## src/rtl/tvw_pkg.sv

```systemverilog
`timescale 1ns/1ps
package tvw_pkg;
  localparam int HS_W     = 10;
  localparam int VS_W     = 9;
  localparam int HT_W     = 9;
  localparam int X_W      = 10;
  localparam int ACTIVE_W = 720;
  localparam int H_OFFSET = 9;
  localparam int LEN_525  = 858;
  localparam int LEN_625  = 864;

  typedef struct packed {
    logic            pal;
    logic [HS_W-1:0] hs;
    logic [VS_W-1:0] vs;
    logic [HT_W-1:0] ht;
  } win_cfg_t;

  localparam win_cfg_t CFG_RESET = '{pal: 1'b0, hs: 10'd113, vs: 9'd18, ht: 9'd239};
endpackage

```

## src/rtl/tvw_shadow.sv

```systemverilog
`timescale 1ns/1ps
module tvw_shadow
  import tvw_pkg::*;
(
  input  logic     clk,
  input  logic     rst_n,
  input  logic     take,
  input  win_cfg_t cfg_in,
  output win_cfg_t cfg_q
);
  always_ff @(posedge clk or negedge rst_n) begin
    if (!rst_n)    cfg_q <= CFG_RESET;
    else if (take) cfg_q <= cfg_in;
  end

  // the held configuration only moves on a field-marker pixel
  a_r8_cfg_hold: assert property (@(posedge clk) disable iff (!rst_n)
    !take |=> $stable(cfg_q));
endmodule

```

## src/rtl/tvw_hcount.sv

```systemverilog
`timescale 1ns/1ps
module tvw_hcount #(
  parameter int HCW   = 10,
  parameter int LEN_A = 858,
  parameter int LEN_B = 864
) (
  input  logic           clk,
  input  logic           rst_n,
  input  logic           pix_en,
  input  logic           line_mark,
  input  logic           use_b,
  output logic [HCW-1:0] hcnt,
  output logic           line_adv
);
  localparam int LMAX = (LEN_A > LEN_B) ? LEN_A : LEN_B;
  localparam logic [HCW-1:0] LAST_A = HCW'(LEN_A - 1);
  localparam logic [HCW-1:0] LAST_B = HCW'(LEN_B - 1);
  localparam logic [HCW-1:0] LAST_M = HCW'(LMAX - 1);

  logic [HCW-1:0] last;
  assign last     = use_b ? LAST_B : LAST_A;
  assign line_adv = pix_en && (line_mark || (hcnt >= last));

  always_ff @(posedge clk or negedge rst_n) begin
    if (!rst_n)      hcnt <= '0;
    else if (pix_en) hcnt <= line_adv ? '0 : hcnt + 1'b1;
  end

  // count never leaves the longest line
  a_r2_h_bound: assert property (@(posedge clk) disable iff (!rst_n)
    hcnt <= LAST_M);
  // marker restarts the line on the next period
  a_r3_h_restart: assert property (@(posedge clk) disable iff (!rst_n)
    (pix_en && line_mark) |=> (hcnt == '0));
endmodule

```

## src/rtl/tvw_vcount.sv

```systemverilog
`timescale 1ns/1ps
module tvw_vcount #(
  parameter int VCW = 10
) (
  input  logic           clk,
  input  logic           rst_n,
  input  logic           pix_en,
  input  logic           field_mark,
  input  logic           line_adv,
  output logic [VCW-1:0] vcnt
);
  localparam logic [VCW-1:0] V_TOP = '1;

  always_ff @(posedge clk or negedge rst_n) begin
    if (!rst_n)                            vcnt <= V_TOP;
    else if (pix_en && field_mark)         vcnt <= '0;
    else if (line_adv && (vcnt != V_TOP))  vcnt <= vcnt + 1'b1;
  end

  // field marker restarts the line number
  a_r6_v_restart: assert property (@(posedge clk) disable iff (!rst_n)
    (pix_en && field_mark) |=> (vcnt == '0));
  // line number changes only on a restart event
  a_r6_v_quiet: assert property (@(posedge clk) disable iff (!rst_n)
    !pix_en |=> $stable(vcnt));
endmodule

```

## src/rtl/tvw_window.sv

```systemverilog
`timescale 1ns/1ps
module tvw_window
  import tvw_pkg::*;
#(
  parameter int HCW = 10,
  parameter int VCW = 10
) (
  input  logic            clk,
  input  logic            rst_n,
  input  logic [HCW-1:0]  hcnt,
  input  logic [VCW-1:0]  vcnt,
  input  win_cfg_t        cfg,
  output logic            active,
  output logic [X_W-1:0]  pix_x,
  output logic [HT_W-1:0] line_y,
  output logic            field_pulse
);
  localparam int HX = HCW + 2;
  localparam int VX = VCW + 2;

  logic [HX-1:0] h_first, h_end, h_ext, h_off;
  logic [VX-1:0] v_first, v_last, v_ext, v_off;
  logic          h_on, v_on;

  always_comb begin
    h_ext   = HX'(hcnt);
    h_first = HX'(cfg.hs) + HX'(H_OFFSET);
    h_end   = h_first + HX'(ACTIVE_W);
    h_on    = (h_ext >= h_first) && (h_ext < h_end);
    h_off   = h_ext - h_first;
    v_ext   = VX'(vcnt);
    v_first = VX'(cfg.vs);
    v_last  = v_first + VX'(cfg.ht);
    v_on    = (v_ext >= v_first) && (v_ext <= v_last);
    v_off   = v_ext - v_first;
  end

  assign active      = h_on && v_on;
  assign pix_x       = active ? X_W'(h_off) : '0;
  assign line_y      = active ? HT_W'(v_off) : '0;
  assign field_pulse = active && (pix_x == '0) && (line_y == '0);

  // index stays inside the 720-pixel window
  a_r5_x_range: assert property (@(posedge clk) disable iff (!rst_n)
    active |-> (pix_x < X_W'(ACTIVE_W)));
endmodule

```

## src/rtl/tv_active_window.sv

```systemverilog
`timescale 1ns/1ps
module tv_active_window
  import tvw_pkg::*;
#(
  parameter int HCW = 10,
  parameter int VCW = 10
) (
  input  logic            clk,
  input  logic            rst_n,
  input  logic            pix_en,
  input  logic            line_mark,
  input  logic            field_mark,
  input  logic            pal_sel,
  input  logic [HS_W-1:0] hstart_cfg,
  input  logic [VS_W-1:0] vstart_cfg,
  input  logic [HT_W-1:0] height_cfg,
  output logic            active,
  output logic [X_W-1:0]  pix_x,
  output logic [HT_W-1:0] line_y,
  output logic            field_pulse
);
  win_cfg_t       cfg_in, cfg_q;
  logic           take, line_adv;
  logic [HCW-1:0] hcnt;
  logic [VCW-1:0] vcnt;

  assign take   = pix_en && field_mark;
  assign cfg_in = '{pal: pal_sel, hs: hstart_cfg, vs: vstart_cfg, ht: height_cfg};

  tvw_shadow u_shadow (
    .clk(clk), .rst_n(rst_n), .take(take), .cfg_in(cfg_in), .cfg_q(cfg_q)
  );

  tvw_hcount #(.HCW(HCW), .LEN_A(LEN_525), .LEN_B(LEN_625)) u_hcount (
    .clk(clk), .rst_n(rst_n), .pix_en(pix_en), .line_mark(line_mark),
    .use_b(cfg_q.pal), .hcnt(hcnt), .line_adv(line_adv)
  );

  tvw_vcount #(.VCW(VCW)) u_vcount (
    .clk(clk), .rst_n(rst_n), .pix_en(pix_en), .field_mark(field_mark),
    .line_adv(line_adv), .vcnt(vcnt)
  );

  tvw_window #(.HCW(HCW), .VCW(VCW)) u_window (
    .clk(clk), .rst_n(rst_n), .hcnt(hcnt), .vcnt(vcnt), .cfg(cfg_q),
    .active(active), .pix_x(pix_x), .line_y(line_y), .field_pulse(field_pulse)
  );

  // pulse is gone after one pixel period unless a new field begins
  a_r9_pulse_single: assert property (@(posedge clk) disable iff (!rst_n)
    (field_pulse && pix_en && !field_mark) |=> !field_pulse);
  // no window before a field marker has been seen
  a_r1_idle_dark: assert property (@(posedge clk) disable iff (!rst_n)
    (vcnt == '1) |-> !active);
endmodule

```

## config.mk

```make
export PLATFORM = sky130hd
export DESIGN_NAME = tv_active_window
export DESIGN_NICKNAME = d
export VERILOG_FILES = /design/src/rtl/tvw_pkg.sv /design/src/rtl/tvw_shadow.sv /design/src/rtl/tvw_hcount.sv /design/src/rtl/tvw_vcount.sv /design/src/rtl/tvw_window.sv /design/src/rtl/tv_active_window.sv
export SDC_FILE = /design/constraint.sdc
export NUM_CORES = 1
export LEC_CHECK = 0
export BUFFER_PORTS_ARGS = -buffer_cell sky130_fd_sc_hd__buf_4
export CORE_UTILIZATION = 59
export CTS_CLUSTER_SIZE = 40
export DETAILED_ROUTE_END_ITERATION = 7
export PLACE_DENSITY = 0.81
export SYNTH_ARGS = -nofsm -noshare
export SYNTH_HDL_FRONTEND = slang
export SYNTH_SLANG_ARGS = --single-unit
```

## constraint.sdc

```tcl
create_clock -name clk -period 5.7 [get_ports clk]
set_input_delay 0.57 -clock clk [delete_from_list [all_inputs] [get_ports clk]]
set_output_delay 0.57 -clock clk [all_outputs]
set_load 0.005 [all_outputs]
```

### Yosys cells after proc, flatten, opt, wreduce, memory -nomap -nowiden

Cells that the tools add are included.

* bits in registers: 49
* bits of input ports: 34
* logic and storage cells: 37

* $add $sub $neg: 7
* order comparisons: 5
* equal/unequal tests: 1
* mux-type cells: 6
* reductions and logical operators: 12

Operators by type and width (count)
* 2-to-1 mux 10 bit: 4
* adder 10 x 1 -> 10 bit, second input constant: 2
* adder 11 x 10 -> 12 bit, second input constant: 1
* < comparator 10 x 12 -> 1 bit: 1
* adder 10 x 4 -> 11 bit, second input constant: 1
* greater-or-equal comparator 10 x 11 -> 1 bit: 1
* adder 9 x 9 -> 10 bit: 1
* greater-or-equal comparator 10 bit: 1
* greater-or-equal comparator 10 x 9 -> 1 bit: 1
* <= comparator 10 bit: 1
* logical NOT 10 bit: 1
* inequality test 10 bit, second input constant: 1
* subtractor 10 bit: 1
* logical NOT 9 bit: 1
* 2-to-1 mux 9 bit: 1
* subtractor 9 bit: 1
* logical AND 1 bit: 8
* 2-to-1 mux 3 bit: 1
* nonzero test 2 bit: 1
* logical OR 1 bit: 1

### Longest topological paths before layout

Gate-level depths: netlist (run 1).

* depth after elaboration: 9
* depth in mapped cells: 20

### Cells and area by module

A second synthesis (run 1) with hierarchy kept.

* cells, all modules: 428
* area, all modules: 4160.2 um2

By module, submodules not included
* tvw_window: instances 1, cells an instance 252, area an instance 1864.3 um2, seq. area each 0.0 um2
* tvw_shadow: instances 1, cells an instance 61, area an instance 1133.6 um2, seq. area each 742.0 um2
* tvw_hcount: instances 1, cells an instance 58, area an instance 579.3 um2, seq. area each 250.2 um2
* tvw_vcount: instances 1, cells an instance 56, area an instance 576.8 um2, seq. area each 262.8 um2
* tv_active_window: instances 1, cells an instance 1, area an instance 6.3 um2, seq. area each 0.0 um2

### Least setup slack after synthesis (run 1)

No wires, ideal clock.

* path type: register to output
* start point: register, netlist name u_shadow.cfg_q[0]
* end point: output field_pulse
* data arrival time: 3604 ps
* required time: 5130 ps
* setup slack: 1526 ps
* stages on the path, launching flop included: 21
* path buffers: 1
* cells stage by stage: dfstp_2 ha_1 inv_1 fa_1 inv_1 a21oi_1 o21ai_0 a21o_1 a21o_1 a21o_1 a21oi_1 xor2_1 ha_1 and4_1 a31oi_1 o21ai_0 a21oi_1 o21ai_0 a2111o_1 buf_6 nor4b_4

* cells in the longest elaborated chain, start to end: 8
* elaborated cells between the ends (all ways): 10

Ends and longest elaborated chain
* adder 9 x 9 -> 10 bit (*): line tvw_window.sv:33 `v_last = v_first + VX'(cfg.ht);`
* <= comparator 10 bit (*): line tvw_window.sv:34 `v_on = (v_ext >= v_first) && (v_ext <= v_last);`
* logical AND 1 bit (*): line tvw_window.sv:34
* logical AND 1 bit (*): line tvw_window.sv:38 `assign active = h_on && v_on;`
* 2-to-1 mux 10 bit: line tvw_window.sv:39 `assign pix_x = active ? X_W'(h_off) : '0;`
* logical NOT 10 bit: line tvw_window.sv:41 `assign field_pulse = active && (pix_x == '0) && (line_y == '0);`
* logical AND 1 bit: line tvw_window.sv:41
* logical AND 1 bit (*): line tvw_window.sv:41
* to (decl): line tv_active_window.sv:20 `output logic field_pulse`

Every way passes the cells marked *; elsewhere a longest branch is shown, timed or not.

### Worst setup path after layout (run 1)

* start point: register, netlist name u_shadow.cfg_q[0]
* end point: output field_pulse

* cells in the longest elaborated chain, start to end: 8
* elaborated cells between the ends (all ways): 10

Ends and longest elaborated chain (line)
* adder 9 x 9 -> 10 bit (*): tvw_window.sv:33
* <= comparator 10 bit (*): tvw_window.sv:34
* logical AND 1 bit (*): tvw_window.sv:34
* logical AND 1 bit (*): tvw_window.sv:38
* 2-to-1 mux 10 bit: tvw_window.sv:39
* logical NOT 10 bit: tvw_window.sv:41
* logical AND 1 bit: tvw_window.sv:41
* logical AND 1 bit (*): tvw_window.sv:41

Marks and branches as above.

==> results.json, run 1 <==
{
  "cp-end-kind": "output pin",
  "critPathRequiredTime_ns": 5.13,
  "postSynth.asyncResetShare_pct": 100,
  "cts_resized": 0,
  "max-cap-violations": 0,
  "initial_core_util_pct": 60.8,
  "drc": 0,
  "synthTopCellsByArea": "dfrtp_1 (16%), ha_1 (15%), dfstp_2 (15%)",
  "drt-initial-drc-count": 178,
  "grt_usage_pct": 26.3,
  "core-area_sq_um": 6760,
  "synth-seq-area-share_pct": 30.6,
  "status": "finished clean",
  "post_drt_wl_per_cell_microns": 14.7,
  "place_inst": 602,
  "fin_area_sq_um": 4690,
  "drtAntennaViolNets": 0,
  "hold_path_class": "input pin to asynchronous set/reset pin",
  "fin_cells": 610,
  "ys.flop_type": "dfrtp_1",
  "fmax_mhz": 195,
  "syn_nets": 566,
  "yosys.area_share.simple_pct": 22.8,
  "syn_to_final_growth_pct": 14.3,
  "worst-slew-pin-transition_ns": 1.13,
  "crit_fanout": 21,
  "slew_headroom_pct": 24.6,
  "n_antenna_cell": 0,
  "drive_gt1_share_pct": 18.5,
  "die_width_microns": 85.4,
  "post_cts_buffers": 0,
  "grt_pass1_vias": 3290,
  "ios": 55,
  "synth.largest_area_cell": "dfrtp_1",
  "start_kind": "flip-flop",
  "arrival_ns": 4.56,
  "cts.sinks": 49,
  "powerDensity_nw_per_um2": 248,
  "report.final.slew_viol_count": 0,
  "clk_path_buf_depth": 2,
  "numCtsBuffers": 5,
  "grt_pass1_wl_mm": 15.1,
  "antenna_found_initial": 0,
  "placed_area_sq_um": 4560,
  "yosys_warnings": 0,
  "synth_common_cells": "nand2_1 (87), ha_1 (49), nor2_1 (45), inv_1 (32), xnor2_1 (31)",
  "dieArea_sq_um": 7300,
  "hold_viol_final": 0,
  "fin_nets": 615,
  "die_h_microns": 85.4,
  "yosys.area.top_type_share_pct": 15.8,
  "ys_seq_elements": 49,
  "setup_viol": 0,
  "routed_wl_mm": 8.95,
  "path_clk_slew_ns": 0.10,
  "cp_cell_sequence": "ha_1 > inv_1 > fa_1 > inv_1 > a21oi_1 > o21ai_0 > a21o_1 > a21o_1 > a21o_1 > a21oi_1 > xor2_1 > ha_1 > and4_1 > a31oi_1 > o21ai_0 > a21oi_1 > o21ai_0 > a2111o_1 > nor4b_4 > buf_4",
  "dp_hpwl_mm": 7.09,
  "syn-instance-count": 480,
  "cpMaxStageDelayCell": "a2111o_1",
  "port_buffers": 54,
  "synth_top_family_by_area": "simple AND/OR/NAND/NOR gates",
  "path_class": "flip-flop to output pin",
  "irDropWorstVdd_v": 0.000142,
  "critPathBufInv": 3,
  "synth_most_common_cell": "nand2_1",
  "yosys.area_share.xor_xnor_pct": 10.9,
  "cts_tree": "done",
  "cpLargestDelayFamily": "compound AO/OA/AOI/OAI gates",
  "grt_max_degree": 50,
  "nFillCells": 556,
  "gp_congestion": 0.888,
  "rsz0062_at_grt": "false",
  "syn_area_sq_um": 4110,
  "slowest_delay_ns": 0.59,
  "clock-root-buffer": "clkbuf_8",
  "fin_crit_ns": 5.13,
  "power_leakage_uw": 0.00226,
  "synthMuxAreaShare_pct": 0.244,
  "synthAdderAreaFrac_pct": 17.1,
  "ctsHoldBuffers": 0,
  "synth-edff-count": 0,
  "row_count": 30,
  "dr.pass1.iters": 4,
  "clk_latency_ns": 0.31,
  "avgSynthCellArea_sq_um": 8.55,
  "synth_compound_area_share_pct": 14.0,
  "drt-vias-per-instance": 5.62,
  "ys_types": 53,
  "timing.final.crit_share_pct": 90.0,
  "htreeDepth": 2,
  "fin_skew_ns": 0.00986,
  "fin_tns_setup_ns": 0,
  "grt_overflow": 0,
  "vias": 3430
}
cell usage in the layout (no fill, tap or decap), types with 2 or more instances in the layout:
master / count
dfstp_2: 23
nand3_1: 12
fa_1: 3
a31oi_1: 3
nand2_1: 87
ha_1: 49
bufinv_16: 2
o21bai_1: 6
nor2b_1: 7
dfrtp_1: 26
inv_1: 32
nor4_1: 6
nor3_1: 4
nor4b_1: 3
nand4_1: 6
clkbuf_8: 5
a21o_1: 8
maj3_1: 3
a211oi_1: 4
and2_1: 3
and3_1: 3
o21ai_0: 28
xnor2_1: 31
a21oi_1: 24
buf_4: 55
and4_1: 4
nor2_1: 45
xor2_1: 15
o21a_1: 5
nand2b_1: 4
through the flow:
stage	util, %	power (uW)	worst slack, ns	hold WS [ns]
after global placement	67.5	858	1.06	0.452
final	69.5	1160	0.571	0.259
after CTS	69.5	1170	0.574	0.282
after detailed placement	67.5	872	0.911	0.455
after floorplan	-	755	1.53	0.274
after global routing	69.5	1240	0.210	0.290
worst register-to-register path, stage by stage (launching register included):
cell and delay [ns]:
dfrtp_1 0.45, ha_1 0.32, a21o_1 0.17, a21oi_1 0.17, o21bai_1 0.08, a21o_1 0.17
a31oi_1 0.83, nor4_1 0.23, xnor2_1 0.19, nor2_1 0.10
worst paths after layout:
| path | startpoint | endpoint | slack (ns) | depth (start not counted) |
|---|---|---|---|---|
| worst max-delay path | u_shadow.cfg_q[0] | field_pulse | 0.57 | 20 |
| worst min-delay path | rst_n | u_hcount.hcnt[7] | 0.26 | 1 |
| worst max register to register | u_hcount.hcnt[1] | u_vcount.vcnt[7] | 2.94 | 9 |
| worst min register to register | u_shadow.cfg_q[2] | u_shadow.cfg_q[2] | 0.47 | 2 |
| max in group asynchronous | rst_n | u_shadow.cfg_q[21] | 5.01 | 1 |
| min in group clk | field_mark | u_vcount.vcnt[1] | 0.42 | 2 |
logic make-up (layout without fill, tap and decap cells):
| kind of cell | after synthesis | in the layout |
|---|---|---|
| flops | 49 | 49 |
| fa+ha+maj | 55 | 55 |
| mux | 1 | 1 |
| compound gates | 89 | 89 |
| xor+xnor | 48 | 48 |
| simple gates | 193 | 193 |
| buf+inv | 45 | 95 |
layer usage:
metal	part of all wire [%]	wire length, microns	track usage [%]	up-vias
met5	0	0	0	-
met1	43	3820	31.9	1610
met3	3.8	340	3.99	12
met2	51	4570	47.6	71
li1	-	-	-	1737
met4	2.3	209	8.79	0
cell type report:
class / instances / area (sq um) / area share, %
clock inverters: 3 / 65.1 / 1.39
repair buffers: 55 / 413 / 8.80
well taps: 80 / 100 / 2.13
clock buffers: 5 / 68.8 / 1.47
flip-flops and latches: 49 / 1250 / 26.7
multi-input cells: 386 / 2670 / 56.9
inverters: 32 / 120 / 2.56
power breakdown:
part	switching (uW)	internal [uW]	total (uW)
logic	248	194	442
registers	36.1	390	426
clock network	120	174	294
sequential cells by signal (all words and copies together), names as in the netlist:
name,cells
u_hcount.hcnt,10
u_vcount.vcnt,10
u_shadow.cfg_q,29
No activity file was read; power rests on OpenSTA's default activity.
==> run 2: changes to the inputs <==
--- a/config.mk
+++ b/config.mk
@@ -6,10 +6,10 @@
 export NUM_CORES = 1
 export LEC_CHECK = 0
 export BUFFER_PORTS_ARGS = -buffer_cell sky130_fd_sc_hd__buf_4
-export CORE_UTILIZATION = 59
+export CORE_UTILIZATION = 60
 export CTS_CLUSTER_SIZE = 40
 export DETAILED_ROUTE_END_ITERATION = 7
-export PLACE_DENSITY = 0.81
+export PLACE_DENSITY = 0.83
 export SYNTH_ARGS = -nofsm -noshare
 export SYNTH_HDL_FRONTEND = slang
 export SYNTH_SLANG_ARGS = --single-unit
==> constraint.sdc (replaced) <==
create_clock -name clk -period 6.5 [get_ports clk]
set_input_delay 0.65 -clock clk [delete_from_list [all_inputs] [get_ports clk]]
set_output_delay 0.65 -clock clk [all_outputs]
set_load 0.005 [all_outputs]
==> run 2 against run 1 <==
  * Register-to-register slack better by 0.79 ns
  * Wire length about the same
  * Setup slack better by 0.77 ns
  * Largest cell class unchanged
==> results.json, run 2 (same netlist as run 1, synthesis figures left out) <==
{
  "fin_tns_setup_ns": 0,
  "final_cell_mix": "nand2_1 (87), buf_4 (55), ha_1 (49)",
  "routed_wl_mm": 8.94,
  "gp_congestion": 0.894,
  "fin_nets": 615,
  "largest-register": "u_shadow.cfg_q",
  "grt_pass1_vias": 3441,
  "final_core_util_pct": 71.8,
  "cts.sinks": 49,
  "top_regs": "u_shadow.cfg_q: 29 flops, u_hcount.hcnt: 10 flops, u_vcount.vcnt: 10 flops",
  "dr.pass1.iters": 6,
  "path_clk_slew_ns": 0.09,
  "cpMaxStageDelayCell": "a2111o_1",
  "grt_overflow": 0,
  "timing.final.crit_share_pct": 79.4,
  "multi_input_area_sq_um": 2670,
  "nFillCells": 516,
  "post_cts_buffers": 0,
  "ff2ff_path_depth": 9,
  "drtAntennaViolNets": 0,
  "arrival_ns": 4.51,
  "largest_reg_flops": 29,
  "power_leakage_uw": 0.00223,
  "cpLargestDelayFamily": "compound AO/OA/AOI/OAI gates",
  "regToRegSetupSlack_ns": 3.73,
  "core-area_sq_um": 6460,
  "start_kind": "flip-flop",
  "irDropWorstVdd_v": 0.000142,
  "fmax_mhz": 194,
  "die_h_microns": 84.7,
  "dp_hpwl_mm": 7.20,
  "slowest_delay_ns": 0.58,
  "clock-root-buffer": "clkbuf_8",
  "path_class": "flip-flop to output pin",
  "powerDensity_nw_per_um2": 203,
  "fin_crit_ns": 5.16,
  "setup_viol": 0,
  "drt-vias-per-instance": 5.67,
  "antenna_found_initial": 0,
  "slew_headroom_pct": 20.9,
  "grt_max_degree": 50,
  "cp_cell_sequence": "ha_1 > inv_1 > fa_1 > inv_1 > a21oi_1 > o21ai_0 > a21o_1 > a21o_1 > a21o_1 > a21oi_1 > xor2_1 > ha_1 > and4_1 > a31oi_1 > o21ai_0 > a21oi_1 > o21ai_0 > a2111o_1 > nor4b_4 > buf_4",
  "hold_path_class": "input pin to asynchronous set/reset pin",
  "syn_to_final_growth_pct": 13.0,
  "cp-end-kind": "output pin",
  "clk_path_buf_depth": 2,
  "area.sequential_sq_um": 1250,
  "timing.final.ws_setup_ns": 1.34,
  "grt_usage_pct": 26.9,
  "rsz0062_at_grt": "false",
  "reg2reg_from": "u_hcount.hcnt[1]",
  "cts_tree": "done",
  "place_ws_ns": 1.65,
  "cts_resized": 0,
  "row_count": 29,
  "max-cap-violations": 0,
  "r2r_end": "u_vcount.vcnt[1]",
  "die_width_microns": 84.7,
  "initial_core_util_pct": 63.6,
  "drt-initial-drc-count": 159,
  "crit_fanout": 21,
  "numCtsBuffers": 5,
  "power_uw": 940,
  "drive_gt1_share_pct": 18.1,
  "htreeDepth": 2,
  "status": "finished clean",
  "fin_skew_ns": 0.00774,
  "hold_viol_final": 0,
  "port_buffers": 54,
  "ctsHoldBuffers": 0,
  "ios": 55,
  "clk_latency_ns": 0.30,
  "report.final.slew_viol_count": 0,
  "final_common_cell": "nand2_1",
  "n_antenna_cell": 0,
  "critPathBufInv": 3,
  "vias": 3440,
  "grt_pass1_wl_mm": 15.4,
  "post_drt_wl_per_cell_microns": 14.7,
  "drc": 0,
  "critPathRequiredTime_ns": 5.85,
  "worst-slew-pin-transition_ns": 1.18,
  "dieArea_sq_um": 7180
}
-- run 2: how the worst max path moves through the flow --
stage,from,end,slack [ns],depth (start not counted)
floorplan,u_shadow.cfg_q[0],field_pulse,2.25,20
global placement,u_shadow.cfg_q[0],field_pulse,1.78,20
detailed placement,u_shadow.cfg_q[0],field_pulse,1.65,20
CTS,u_shadow.cfg_q[0],field_pulse,1.31,20
global route,u_shadow.cfg_q[0],field_pulse,1.05,20
finish,u_shadow.cfg_q[0],field_pulse,1.34,20
-- run 2: final cells by class --
class,count,share of cell area (%)
clock inverters,1,0.162
well taps,77,2.08
flip-flops and latches,49,27.0
inverters,32,2.59
clock buffers,7,1.65
multi-input cells,386,57.6
repair buffers,55,8.90
-- run 2: where the power goes --
part	internal, uW	total, uW	switching, uW
clock	76.3	177	100
sequential	342	374	32.1
combinational	171	389	218
-- run 2: metrics by stage --
step | hold WS, ns | cell area, sq um | std cells
finish | 0.331 | 4640 | 607
global route | 0.382 | 4640 | 607
CTS | 0.367 | 4640 | 607
detailed placement | 0.457 | 4560 | 599
global placement | 0.452 | 4560 | 599
floorplan | 0.354 | 4110 | 480
-- run 2: layer usage --
| metal | track usage, % | vias to the layer above | wire, microns | part of all wire (%) |
|---|---|---|---|---|
| li1 | - | 1739 | - | - |
| met4 | 9.71 | 0 | 155 | 1.7 |
| met3 | 4.13 | 16 | 336 | 3.8 |
| met2 | 48.5 | 76 | 4540 | 51 |
| met1 | 32.5 | 1609 | 3910 | 44 |
| met5 | 0 | - | 0 | 0 |
